<file path="src/rtl/sfb_pkg.sv">
`timescale 1ns/1ps
package sfb_pkg;
  typedef enum logic [1:0] {
    SFB_NONE  = 2'b00,
    SFB_TX    = 2'b01,
    SFB_RX    = 2'b10,
    SFB_SPLIT = 2'b11
  } sfb_mode_e;

  localparam int SFB_QTX = 0;
  localparam int SFB_QRX = 1;
endpackage

</file>
<file path="src/rtl/sfb_rst_sync.sv">
`timescale 1ns/1ps
module sfb_rst_sync (
  input  logic clk,
  input  logic arst_n,
  output logic srst_n
);
  logic [1:0] stage_q;

  always_ff @(posedge clk or negedge arst_n) begin
    if (!arst_n) stage_q <= 2'b00;
    else         stage_q <= {stage_q[0], 1'b1};
  end

  assign srst_n = stage_q[1];
endmodule

</file>
<file path="src/rtl/sfb_buf_mem.sv">
`timescale 1ns/1ps
module sfb_buf_mem #(
  parameter int DW    = 8,
  parameter int DEPTH = 64,
  localparam int AW   = $clog2(DEPTH)
) (
  input  logic          clk,
  input  logic          rst_n,
  input  logic          we_a,
  input  logic [AW-1:0] waddr_a,
  input  logic [DW-1:0] wdata_a,
  input  logic          we_b,
  input  logic [AW-1:0] waddr_b,
  input  logic [DW-1:0] wdata_b,
  input  logic [AW-1:0] raddr_a,
  output logic [DW-1:0] rdata_a,
  input  logic [AW-1:0] raddr_b,
  output logic [DW-1:0] rdata_b
);
  logic [DW-1:0] mem [DEPTH];

  always_ff @(posedge clk) begin
    if (we_a) mem[waddr_a] <= wdata_a;
    if (we_b) mem[waddr_b] <= wdata_b;
  end

  assign rdata_a = mem[raddr_a];
  assign rdata_b = mem[raddr_b];

  // the two halves never write the same entry
  a_r2_no_port_clash: assert property (@(posedge clk) disable iff (!rst_n)
    (we_a && we_b) |-> (waddr_a != waddr_b));
endmodule

</file>
<file path="src/rtl/sfb_queue_ctrl.sv">
`timescale 1ns/1ps
module sfb_queue_ctrl #(
  parameter int DEPTH = 64,
  localparam int AW   = $clog2(DEPTH),
  localparam int CW   = AW + 1
) (
  input  logic          clk,
  input  logic          rst_n,
  input  logic          flush_i,
  input  logic [CW-1:0] cap_i,
  input  logic [AW-1:0] base_i,
  input  logic          wr_i,
  input  logic          rd_i,
  output logic          wr_fire_o,
  output logic          rd_fire_o,
  output logic [AW-1:0] wr_addr_o,
  output logic [AW-1:0] rd_addr_o,
  output logic [CW-1:0] cnt_o,
  output logic          empty_o,
  output logic          full_o
);
  logic [AW-1:0] wptr_q, wptr_d, rptr_q, rptr_d;
  logic [CW-1:0] cnt_q, cnt_d;
  logic          upd;

  function automatic logic [AW-1:0] bump(input logic [AW-1:0] p, input logic [CW-1:0] cap);
    if ({1'b0, p} == cap - CW'(1)) return '0;
    return p + AW'(1);
  endfunction

  always_comb begin
    empty_o   = (cnt_q == '0);
    full_o    = (cnt_q == cap_i);
    wr_fire_o = wr_i && !full_o && !flush_i;
    rd_fire_o = rd_i && !empty_o && !flush_i;
    wptr_d    = wptr_q;
    rptr_d    = rptr_q;
    cnt_d     = cnt_q;
    if (flush_i) begin
      wptr_d = '0;
      rptr_d = '0;
      cnt_d  = '0;
    end else begin
      if (wr_fire_o) wptr_d = bump(wptr_q, cap_i);
      if (rd_fire_o) rptr_d = bump(rptr_q, cap_i);
      unique case ({wr_fire_o, rd_fire_o})
        2'b10:   cnt_d = cnt_q + CW'(1);
        2'b01:   cnt_d = cnt_q - CW'(1);
        default: cnt_d = cnt_q;
      endcase
    end
    upd       = flush_i | wr_fire_o | rd_fire_o;
    wr_addr_o = base_i + wptr_q;
    rd_addr_o = base_i + rptr_q;
    cnt_o     = cnt_q;
  end

  always_ff @(posedge clk or negedge rst_n) begin
    if (!rst_n) begin
      wptr_q <= '0;
      rptr_q <= '0;
      cnt_q  <= '0;
    end else if (upd) begin
      wptr_q <= wptr_d;
      rptr_q <= rptr_d;
      cnt_q  <= cnt_d;
    end
  end

  a_r4_no_overflow: assert property (@(posedge clk) disable iff (!rst_n)
    !flush_i |-> (cnt_q <= cap_i));
  a_r4_full_push_dropped: assert property (@(posedge clk) disable iff (!rst_n)
    (full_o && !empty_o && wr_i && !rd_i && !flush_i) |=> (cnt_q == $past(cnt_q)));
  a_r5_rdwr_steady: assert property (@(posedge clk) disable iff (!rst_n)
    (wr_i && rd_i && !full_o && !empty_o && !flush_i) |=> $stable(cnt_q));
  a_r6_flush_clears: assert property (@(posedge clk) disable iff (!rst_n)
    flush_i |=> (cnt_q == '0));
endmodule

</file>
<file path="src/rtl/sfb_rx_thresh.sv">
`timescale 1ns/1ps
module sfb_rx_thresh #(
  parameter int CW = 7
) (
  input  logic          clk,
  input  logic          rst_n,
  input  logic          flush_i,
  input  logic [CW-1:0] cnt_i,
  input  logic [CW-1:0] lvl_i,
  input  logic          rd_fire_i,
  output logic          evt_o
);
  logic          armed_q, armed_d;
  logic [CW-1:0] left_q, left_d;
  logic          evt_q, evt_d;

  always_comb begin
    armed_d = armed_q;
    left_d  = left_q;
    evt_d   = 1'b0;
    if (flush_i) begin
      armed_d = 1'b1;
      left_d  = '0;
    end else if (armed_q) begin
      if (lvl_i != '0 && cnt_i >= lvl_i) begin
        evt_d   = 1'b1;
        armed_d = 1'b0;
        left_d  = lvl_i;
      end
    end else if (rd_fire_i) begin
      left_d = left_q - CW'(1);
      if (left_q <= CW'(1)) armed_d = 1'b1;
    end
  end

  always_ff @(posedge clk or negedge rst_n) begin
    if (!rst_n) begin
      armed_q <= 1'b1;
      left_q  <= '0;
      evt_q   <= 1'b0;
    end else begin
      armed_q <= armed_d;
      left_q  <= left_d;
      evt_q   <= evt_d;
    end
  end

  assign evt_o = evt_q;

  a_r8_single_pulse: assert property (@(posedge clk) disable iff (!rst_n)
    evt_q |=> !evt_q);
  a_r9_quiet_until_reads: assert property (@(posedge clk) disable iff (!rst_n)
    (!armed_q && !rd_fire_i && !flush_i) |=> !evt_q);
endmodule

</file>
<file path="src/rtl/shared_fifo_buf.sv">
`timescale 1ns/1ps
module shared_fifo_buf #(
  parameter int DW    = 8,
  parameter int DEPTH = 64,
  localparam int AW   = $clog2(DEPTH),
  localparam int CW   = AW + 1,
  localparam int HALF = DEPTH / 2
) (
  input  logic          clk,
  input  logic          rst_n,
  input  logic          cfg_tx_use,
  input  logic          cfg_rx_use,
  input  logic [CW-1:0] tx_low_lvl,
  input  logic [CW-1:0] rx_evt_lvl,
  input  logic          tx_push,
  input  logic [DW-1:0] tx_push_data,
  input  logic          tx_pop,
  output logic [DW-1:0] tx_head,
  output logic [CW-1:0] tx_count,
  output logic          tx_empty,
  output logic          tx_full,
  output logic          tx_low,
  input  logic          rx_push,
  input  logic [DW-1:0] rx_push_data,
  input  logic          rx_pop,
  output logic [DW-1:0] rx_head,
  output logic [CW-1:0] rx_count,
  output logic          rx_empty,
  output logic          rx_full,
  output logic          rx_level_evt
);
  import sfb_pkg::*;

  logic          rst_s_n;
  sfb_mode_e     mode_q, mode_d;
  logic          flush;
  logic          dual;
  logic [CW-1:0] cap   [2];
  logic [AW-1:0] base  [2];
  logic [1:0]    wr_req, rd_req, wr_fire, rd_fire, emp, ful;
  logic [AW-1:0] waddr [2];
  logic [AW-1:0] raddr [2];
  logic [CW-1:0] cnt   [2];
  logic [CW-1:0] lvl_raw, lvl_eff;

  sfb_rst_sync u_rst (.clk(clk), .arst_n(rst_n), .srst_n(rst_s_n));

  // direction selection and partition
  always_comb begin
    mode_d = sfb_mode_e'({cfg_rx_use, cfg_tx_use});
    flush  = (mode_d != mode_q);
    dual   = (mode_d == SFB_SPLIT);
    cap[SFB_QTX]  = !cfg_tx_use ? '0 : (dual ? CW'(HALF) : CW'(DEPTH));
    cap[SFB_QRX]  = !cfg_rx_use ? '0 : (dual ? CW'(HALF) : CW'(DEPTH));
    base[SFB_QTX] = '0;
    base[SFB_QRX] = dual ? AW'(HALF) : '0;
    wr_req = {rx_push, tx_push};
    rd_req = {rx_pop, tx_pop};
  end

  always_ff @(posedge clk or negedge rst_s_n) begin
    if (!rst_s_n)   mode_q <= SFB_NONE;
    else if (flush) mode_q <= mode_d;
  end

  for (genvar q = 0; q < 2; q++) begin : g_q
    sfb_queue_ctrl #(.DEPTH(DEPTH)) u_ctrl (
      .clk       (clk),
      .rst_n     (rst_s_n),
      .flush_i   (flush),
      .cap_i     (cap[q]),
      .base_i    (base[q]),
      .wr_i      (wr_req[q]),
      .rd_i      (rd_req[q]),
      .wr_fire_o (wr_fire[q]),
      .rd_fire_o (rd_fire[q]),
      .wr_addr_o (waddr[q]),
      .rd_addr_o (raddr[q]),
      .cnt_o     (cnt[q]),
      .empty_o   (emp[q]),
      .full_o    (ful[q])
    );
  end

  sfb_buf_mem #(.DW(DW), .DEPTH(DEPTH)) u_mem (
    .clk     (clk),
    .rst_n   (rst_s_n),
    .we_a    (wr_fire[SFB_QTX]),
    .waddr_a (waddr[SFB_QTX]),
    .wdata_a (tx_push_data),
    .we_b    (wr_fire[SFB_QRX]),
    .waddr_b (waddr[SFB_QRX]),
    .wdata_b (rx_push_data),
    .raddr_a (raddr[SFB_QTX]),
    .rdata_a (tx_head),
    .raddr_b (raddr[SFB_QRX]),
    .rdata_b (rx_head)
  );

  // receive level: zero acts as one, limited to the active depth
  always_comb begin
    lvl_raw = (rx_evt_lvl == '0) ? CW'(1) : rx_evt_lvl;
    lvl_eff = (lvl_raw > cap[SFB_QRX]) ? cap[SFB_QRX] : lvl_raw;
  end

  sfb_rx_thresh #(.CW(CW)) u_rxev (
    .clk       (clk),
    .rst_n     (rst_s_n),
    .flush_i   (flush),
    .cnt_i     (cnt[SFB_QRX]),
    .lvl_i     (lvl_eff),
    .rd_fire_i (rd_fire[SFB_QRX]),
    .evt_o     (rx_level_evt)
  );

  assign tx_count = cnt[SFB_QTX];
  assign rx_count = cnt[SFB_QRX];
  assign tx_empty = emp[SFB_QTX];
  assign rx_empty = emp[SFB_QRX];
  assign tx_full  = ful[SFB_QTX];
  assign rx_full  = ful[SFB_QRX];
  assign tx_low   = cfg_tx_use && (cnt[SFB_QTX] <= tx_low_lvl);

  a_r11_idle_rx_stays_empty: assert property (@(posedge clk) disable iff (!rst_s_n)
    (!cfg_rx_use && !flush) |-> (rx_count == '0));
  a_r11_idle_tx_stays_empty: assert property (@(posedge clk) disable iff (!rst_s_n)
    (!cfg_tx_use && !flush) |-> (tx_count == '0));
  a_r10_split_half_bound: assert property (@(posedge clk) disable iff (!rst_s_n)
    (dual && !flush) |-> (rx_count <= CW'(HALF) && tx_count <= CW'(HALF)));
endmodule

</file>
<file path="config.mk">
export PLATFORM = sky130hd
export DESIGN_NAME = shared_fifo_buf
export DESIGN_NICKNAME = d
export VERILOG_FILES = /design/src/rtl/sfb_pkg.sv /design/src/rtl/sfb_rst_sync.sv /design/src/rtl/sfb_buf_mem.sv /design/src/rtl/sfb_queue_ctrl.sv /design/src/rtl/sfb_rx_thresh.sv /design/src/rtl/shared_fifo_buf.sv
export SDC_FILE = /design/constraint.sdc
export NUM_CORES = 1
export LEC_CHECK = 0
export CAP_MARGIN = 10
export CORE_ASPECT_RATIO = 0.75
export CORE_MARGIN = 3
export CORE_UTILIZATION = 40
export DETAILED_ROUTE_END_ITERATION = 10
export DONT_BUFFER_PORTS = 1
export PLACE_DENSITY = 0.67
export SLEW_MARGIN = 20
export SYNTH_ARGS = -nofsm -noshare
export SYNTH_HDL_FRONTEND = slang
export SYNTH_SLANG_ARGS = --single-unit
export TNS_END_PERCENT = 20
</file>
<file path="constraint.sdc">
create_clock -name clk -period 2.5 [get_ports clk]
set_clock_uncertainty 0.2 [all_clocks]
set_input_delay 0.125 -clock clk [delete_from_list [all_inputs] [get_ports clk]]
set_output_delay 0.125 -clock clk [all_outputs]
set_load 0.02 [all_outputs]
</file>
* Yosys cells after proc, flatten, opt, wreduce, memory -nomap -nowiden
Memories as Yosys holds them, arrays and structs flattened.
Index checks and enable logic that the tools add are counted.
** Storage, ports and cells
- Memory bits (writable) :: 512
- Flip-flop bits (word level) :: 51
- Word-level logic and storage cells :: 133
- Bits in read-only memories :: 0
- Bits in latches :: 0
- Output and inout port bits :: 36
- Memories kept :: 1
** Memory list
- u_mem.mem :: words 64, bits a word 8, read ports 2, clocked after memory_dff 0, wr ports 2, line sfb_buf_mem.sv:20 : logic [DW-1:0] mem [DEPTH];
** Cells by class
- Order comparisons :: 4
- Multipliers :: 0
- Reduce and logical (&&, ||, !) cells :: 33
- Eq/ne operators :: 13
- Shifts and indexed selects :: 0
- Bitwise gates (word level) :: 4
- Mux-type cells :: 54
- $add $sub $neg :: 13
- Div/mod/pow operators :: 0
** Operators with widths (number)
- two-way mux 6 bit :: 17
- two-way mux 7 bit :: 11
- subtractor 7 x 1 -> 7 bit (second input constant) :: 5
- == test 6 x 7 -> 1 bit :: 4
- case mux 7 bit (2 select lines) :: 2
- adder 6 x 1 -> 6 bit (second input constant) :: 4
- two-way mux 1 bit :: 24
- zero test 7 bit :: 3
- adder 7 x 1 -> 7 bit (second input constant) :: 2
- == test 7 bit :: 2
- AND reduction 2 bit :: 7
- adder 6 bit :: 2
- logical AND 1 bit :: 10
- nonzero test 3 bit :: 3
- nonzero test 2 bit :: 4
- greater-or-equal comparator 7 bit :: 1
- greater-than comparator 7 bit :: 1
- less-or-equal comparator 7 x 1 -> 1 bit (second input constant) :: 1
- less-or-equal comparator 7 bit :: 1
- nonzero test 7 bit :: 1
- == test 2 bit (second input constant) :: 3
- zero test 1 bit :: 5
- == test 2 x 1 -> 1 bit (second input constant) :: 2
- bitwise OR 1 bit :: 4
- other kinds (2) :: 2

* Depth between registers and ports, before layout
- Depth in word-level cells :: 12
- Mapped depth :: 15
- Mapped depth without buffers :: 13

* Cells and area by module
A second synthesis with hierarchy kept.
** Second synthesis, totals
- Cells, all modules :: 2568
- Area total of the unflattened synthesis :: 36233.5 um^2
** Modules (own cells, without submodules)
- sfb_buf_mem :: cells each 1939, area an instance 30882.1 um^2, sequential area each 15374.7 um^2, times used 1
- sfb_queue_ctrl :: cells each 243, area an instance 2047.0 um^2, sequential area each 475.5 um^2, times used 2
- sfb_rx_thresh :: cells each 86, area an instance 785.8 um^2, sequential area each 226.5 um^2, times used 1
- shared_fifo_buf :: cells each 54, area an instance 417.9 um^2, sequential area each 50.0 um^2, times used 1
- sfb_rst_sync :: cells each 3, area an instance 53.8 um^2, sequential area each 50.0 um^2, times used 1

* Worst setup path after synthesis
Ideal clock, no wire load.
- Path type :: register to register
- From :: reg g_q[0].u_ctrl.cnt_q[5]
- To :: mem u_mem.mem[8][0], enable pin
- Cell stages (with the launch flop) :: 8
- Slack :: -1.144 ns
- Setup time :: 0.398 ns
- Arrival time :: 3.046 ns
- Period minus slack after synthesis :: 3.644 ns
- Path buffers :: 1
- Cells stage by stage :: dfrtp_1 -> nor2b_1 -> a221oi_1 -> o31a_2 -> nand2_1 -> or4b_2 -> clkbuf_1 -> o41ai_1
** RTL lines
- start, declared :: line sfb_queue_ctrl.sv:23 : logic [CW-1:0] cnt_q, cnt_d;
- start signal, assigned :: line sfb_queue_ctrl.sv:66 : cnt_q <= cnt_d;
- end, declared :: line sfb_buf_mem.sv:20

* Final worst setup path
- From :: reg g_q[1].u_ctrl.rptr_q[0]
- To :: out rx_head[3]
** Between the ends
- Word-level cells in the longest chain between the ends :: 2
** Ends and longest elaborated chain
- start, declared :: line sfb_queue_ctrl.sv:22 : logic [AW-1:0] wptr_q, wptr_d, rptr_q, rptr_d;
- start signal, assigned :: line sfb_queue_ctrl.sv:65 : rptr_q <= rptr_d;
- adder 6 bit :: line sfb_queue_ctrl.sv:54 : rd_addr_o = base_i + rptr_q;
- memory (64 x 8 bit)
- end, declared :: line shared_fifo_buf.sv:26 : output logic [DW-1:0] rx_head,
Every way passes these cells.

==> results.cfg <==
[status]
status = finished with violations
violations = hold timing, setup timing

[clock_tree]
cts_tree = yes
clk_pin_slew_ps = 60
cts.path.max_buffers = 3
cts_made_buffers = 58
clk-insertion-delay-late_ps = 660
cts.sinks = 563
htreeDepth = 2
root_buffer = clkbuf_16

[worst_setup_path]
crit_required_ps = 2170
cp-end-kind = output pin
reg2regPathDepth = 14
regToRegEndpoint = g_q[0].u_ctrl.cnt_o[6]
crit_fanout = 8
crit_type = register to output pin
cp_data_arrival_time_ps = 3230
regToRegStartpoint = g_q[0].u_ctrl.cnt_o[5]
reg2reg_slack_ps = -550
startpoint_type = register

[power]
leakage_nw = 15.0
ir_drop_v = 0.000518
powerDensity_mw_per_mm2 = 505

[synthesis]
synth_fp_nets = 2372
yosysMostFrequentCell = edfxtp_1
synth_common_cells = edfxtp_1, mux2_2, mux4_2
yosysWarnings = 0
yosys_most_used_dff = edfxtp_1
synthTopCellsByArea = edfxtp_1, mux4_2, mux2_2
yosys.area.top_type_share = 0.443
syn_avg_cell_area_um2 = 15.1
ys_ff_latch = 563
yosysSeqAreaShare = 0.480
syn_inst = 2300
synth_cell_types = 74
synth_top_cell_by_area = edfxtp_1
synth-edff-count = 512
synth_area_mm2 = 0.0347
synthArstFlopShare = 0.0906

[floorplan]
core_area_mm2 = 0.0850
io_pins = 74
fp.dieH_um = 261
fp.dieArea_mm2 = 0.0903
start_util = 0.408
die_w_um = 346
row_count = 92

[placed_design]
pre_cts_ws_ps = -633
dpl.hpwl_mm = 79.0
gp_congestion = 0.976
port-buffer-count = 0
place_area_mm2 = 0.0393

[finish]
final_util = 0.529
area_delta_synth_final_pct = 29.6
drive_above_1_share = 0.613
final_cell_area_mm2 = 0.0449
fin_nets = 2664

[global_routing]
gr-total-overflow = 0
grt_pass1_vias = 23978
antenna_found_initial = 4
grt_pass1_wl_mm = 173
grt_max_degree = 65
grtUsageTotal = 0.261

[timing]
timing.fmax_mhz = 281
period_share = 1.42
drv_slew = 0
finalSetupViolations = 1069
tightest_slew_ps = 940
worst_hold_slack_ps = -39.8
tns_ps = -273840
slew_headroom = 0.373
worst_slack_ps = -1060
grt_setup_unrepaired = true
period_needed_ps = 3560
hold_viol = 5

[detailed_routing]
wl_mm = 121
via_per_inst = 6.55
num_vias = 24701
first_pass_iters = 7
drc_errors = 0
drt_iter0_drc = 3285
wl_per_cell_um = 32.1
ant_nets = 0

[flow_run]
maxCapViolCount = 0

[hold_path]
hold_end = g_q[1].u_ctrl.rptr_q[0]
min_from = cfg_rx_use
min_path_cells = 4
hp-class = primary input to register
==> cells in the final DEF (no fill, tap or decap), types with 29 or more instances in the layout <==
cell,instances
buf_12,97
buf_4,232
buf_6,67
clkbuf_16,63
dfrtp_1,34
dlygate4sd3_1,33
edfxtp_1,512
mux2_2,421
mux2_4,87
mux4_2,297
nand2_1,51
nand3_1,29
nor2_1,37
nor2_4,37
==> how the worst max path moves through the flow <==
stage	from	end	cells past startpoint
after floorplan	g_q[1].u_ctrl.cnt_o[3]	g_q[1].u_ctrl.cnt_o[5]	14
after global placement	mode_q[1]	u_mem.mem[7][5]	8
after detailed placement	mode_q[1]	u_mem.mem[6][7]	8
after CTS	g_q[1].u_ctrl.rptr_q[0]	rx_head[7]	7
after global routing	g_q[1].u_ctrl.rptr_q[0]	rx_head[4]	10
final	g_q[1].u_ctrl.rptr_q[0]	rx_head[3]	8
==> cells by family (layout without fill, tap and decap cells) <==
family / after synthesis / in the layout / synth area share
other cells: 1 / 4 / 0.000108
simple gates: 343 / 349 / 0.0602
fa+ha+maj: 34 / 34 / 0.0127
buf+inv: 272 / 606 / 0.0321
compound gates: 230 / 230 / 0.0425
mux: 833 / 833 / 0.366
flops: 563 / 563 / 0.480
xor+xnor: 24 / 24 / 0.00606
==> repair_timing <==
item / CTS / global route
endpoints found under the hold margin: 579 / 12
setup buffers: 46 / 34
resized for setup: 268 / 181
gates cloned: 18 / 5
pin swaps: 61 / 57
hold buffers: 49 / 5
endpoints found under the setup margin: 1062 / 1074
==> metal layers <==
layer	GRT usage	routed length [µm]	part of all wire	up-vias
li1	-	-	-	9946
met1	0.368	48200	0.40	12872
met2	0.391	53400	0.44	1632
met3	0.0783	15300	0.13	247
met4	0.0755	4230	0.035	4
met5	0	23	0.00019	-
==> power by group <==
part           leakage, nW  internal, W  total [W]  switching (W)
Clock                0.927      0.00512    0.00899        0.00388
Sequential            5.27       0.0103     0.0104      0.0000554
Combinational         8.82      0.00159    0.00332        0.00173
==> flip-flops by register name, indices dropped and copies added, names as in the netlist <==
signal / count
g_q.u_ctrl.cnt_o: 14
g_q.u_ctrl.rptr_q: 12
g_q.u_ctrl.wptr_q: 12
mode_q: 2
u_mem.mem: 512
u_rst.stage_q: 2
u_rxev.armed_q: 1
u_rxev.evt_o: 1
u_rxev.left_q: 7
==> final cells by class <==
| cell class | count | area [µm²] |
|---|---|---|
| timing repair buffer | 476 | 5860 |
| inverter | 22 | 88.8 |
| clock inverter | 31 | 354 |
| tap | 1128 | 1410 |
| clock buffer | 77 | 1560 |
| multi-input combinational | 1471 | 19000 |
| fill | 6568 | 40000 |
| sequential | 563 | 16700 |
| antenna | 3 | 7.51 |
==> worst max-delay path, cell delays in order (launching register included) <==
cell	delay (ps)
dfrtp_4	550
buf_16	200
buf_12	120
mux4_2	540
mux4_2	610
nand2b_4	190
a21oi_2	120
nor2_1	50
buf_4	180
==> through the flow <==
stage          power [W]  std cells
6_report          0.0227       3771
5_1_grt           0.0232       3770
4_1_cts           0.0225       3733
3_5_place_dp      0.0128       3523
3_3_place_gp      0.0127       3523
2_1_floorplan     0.0122       2300
(Power assumes the default switching activity.)
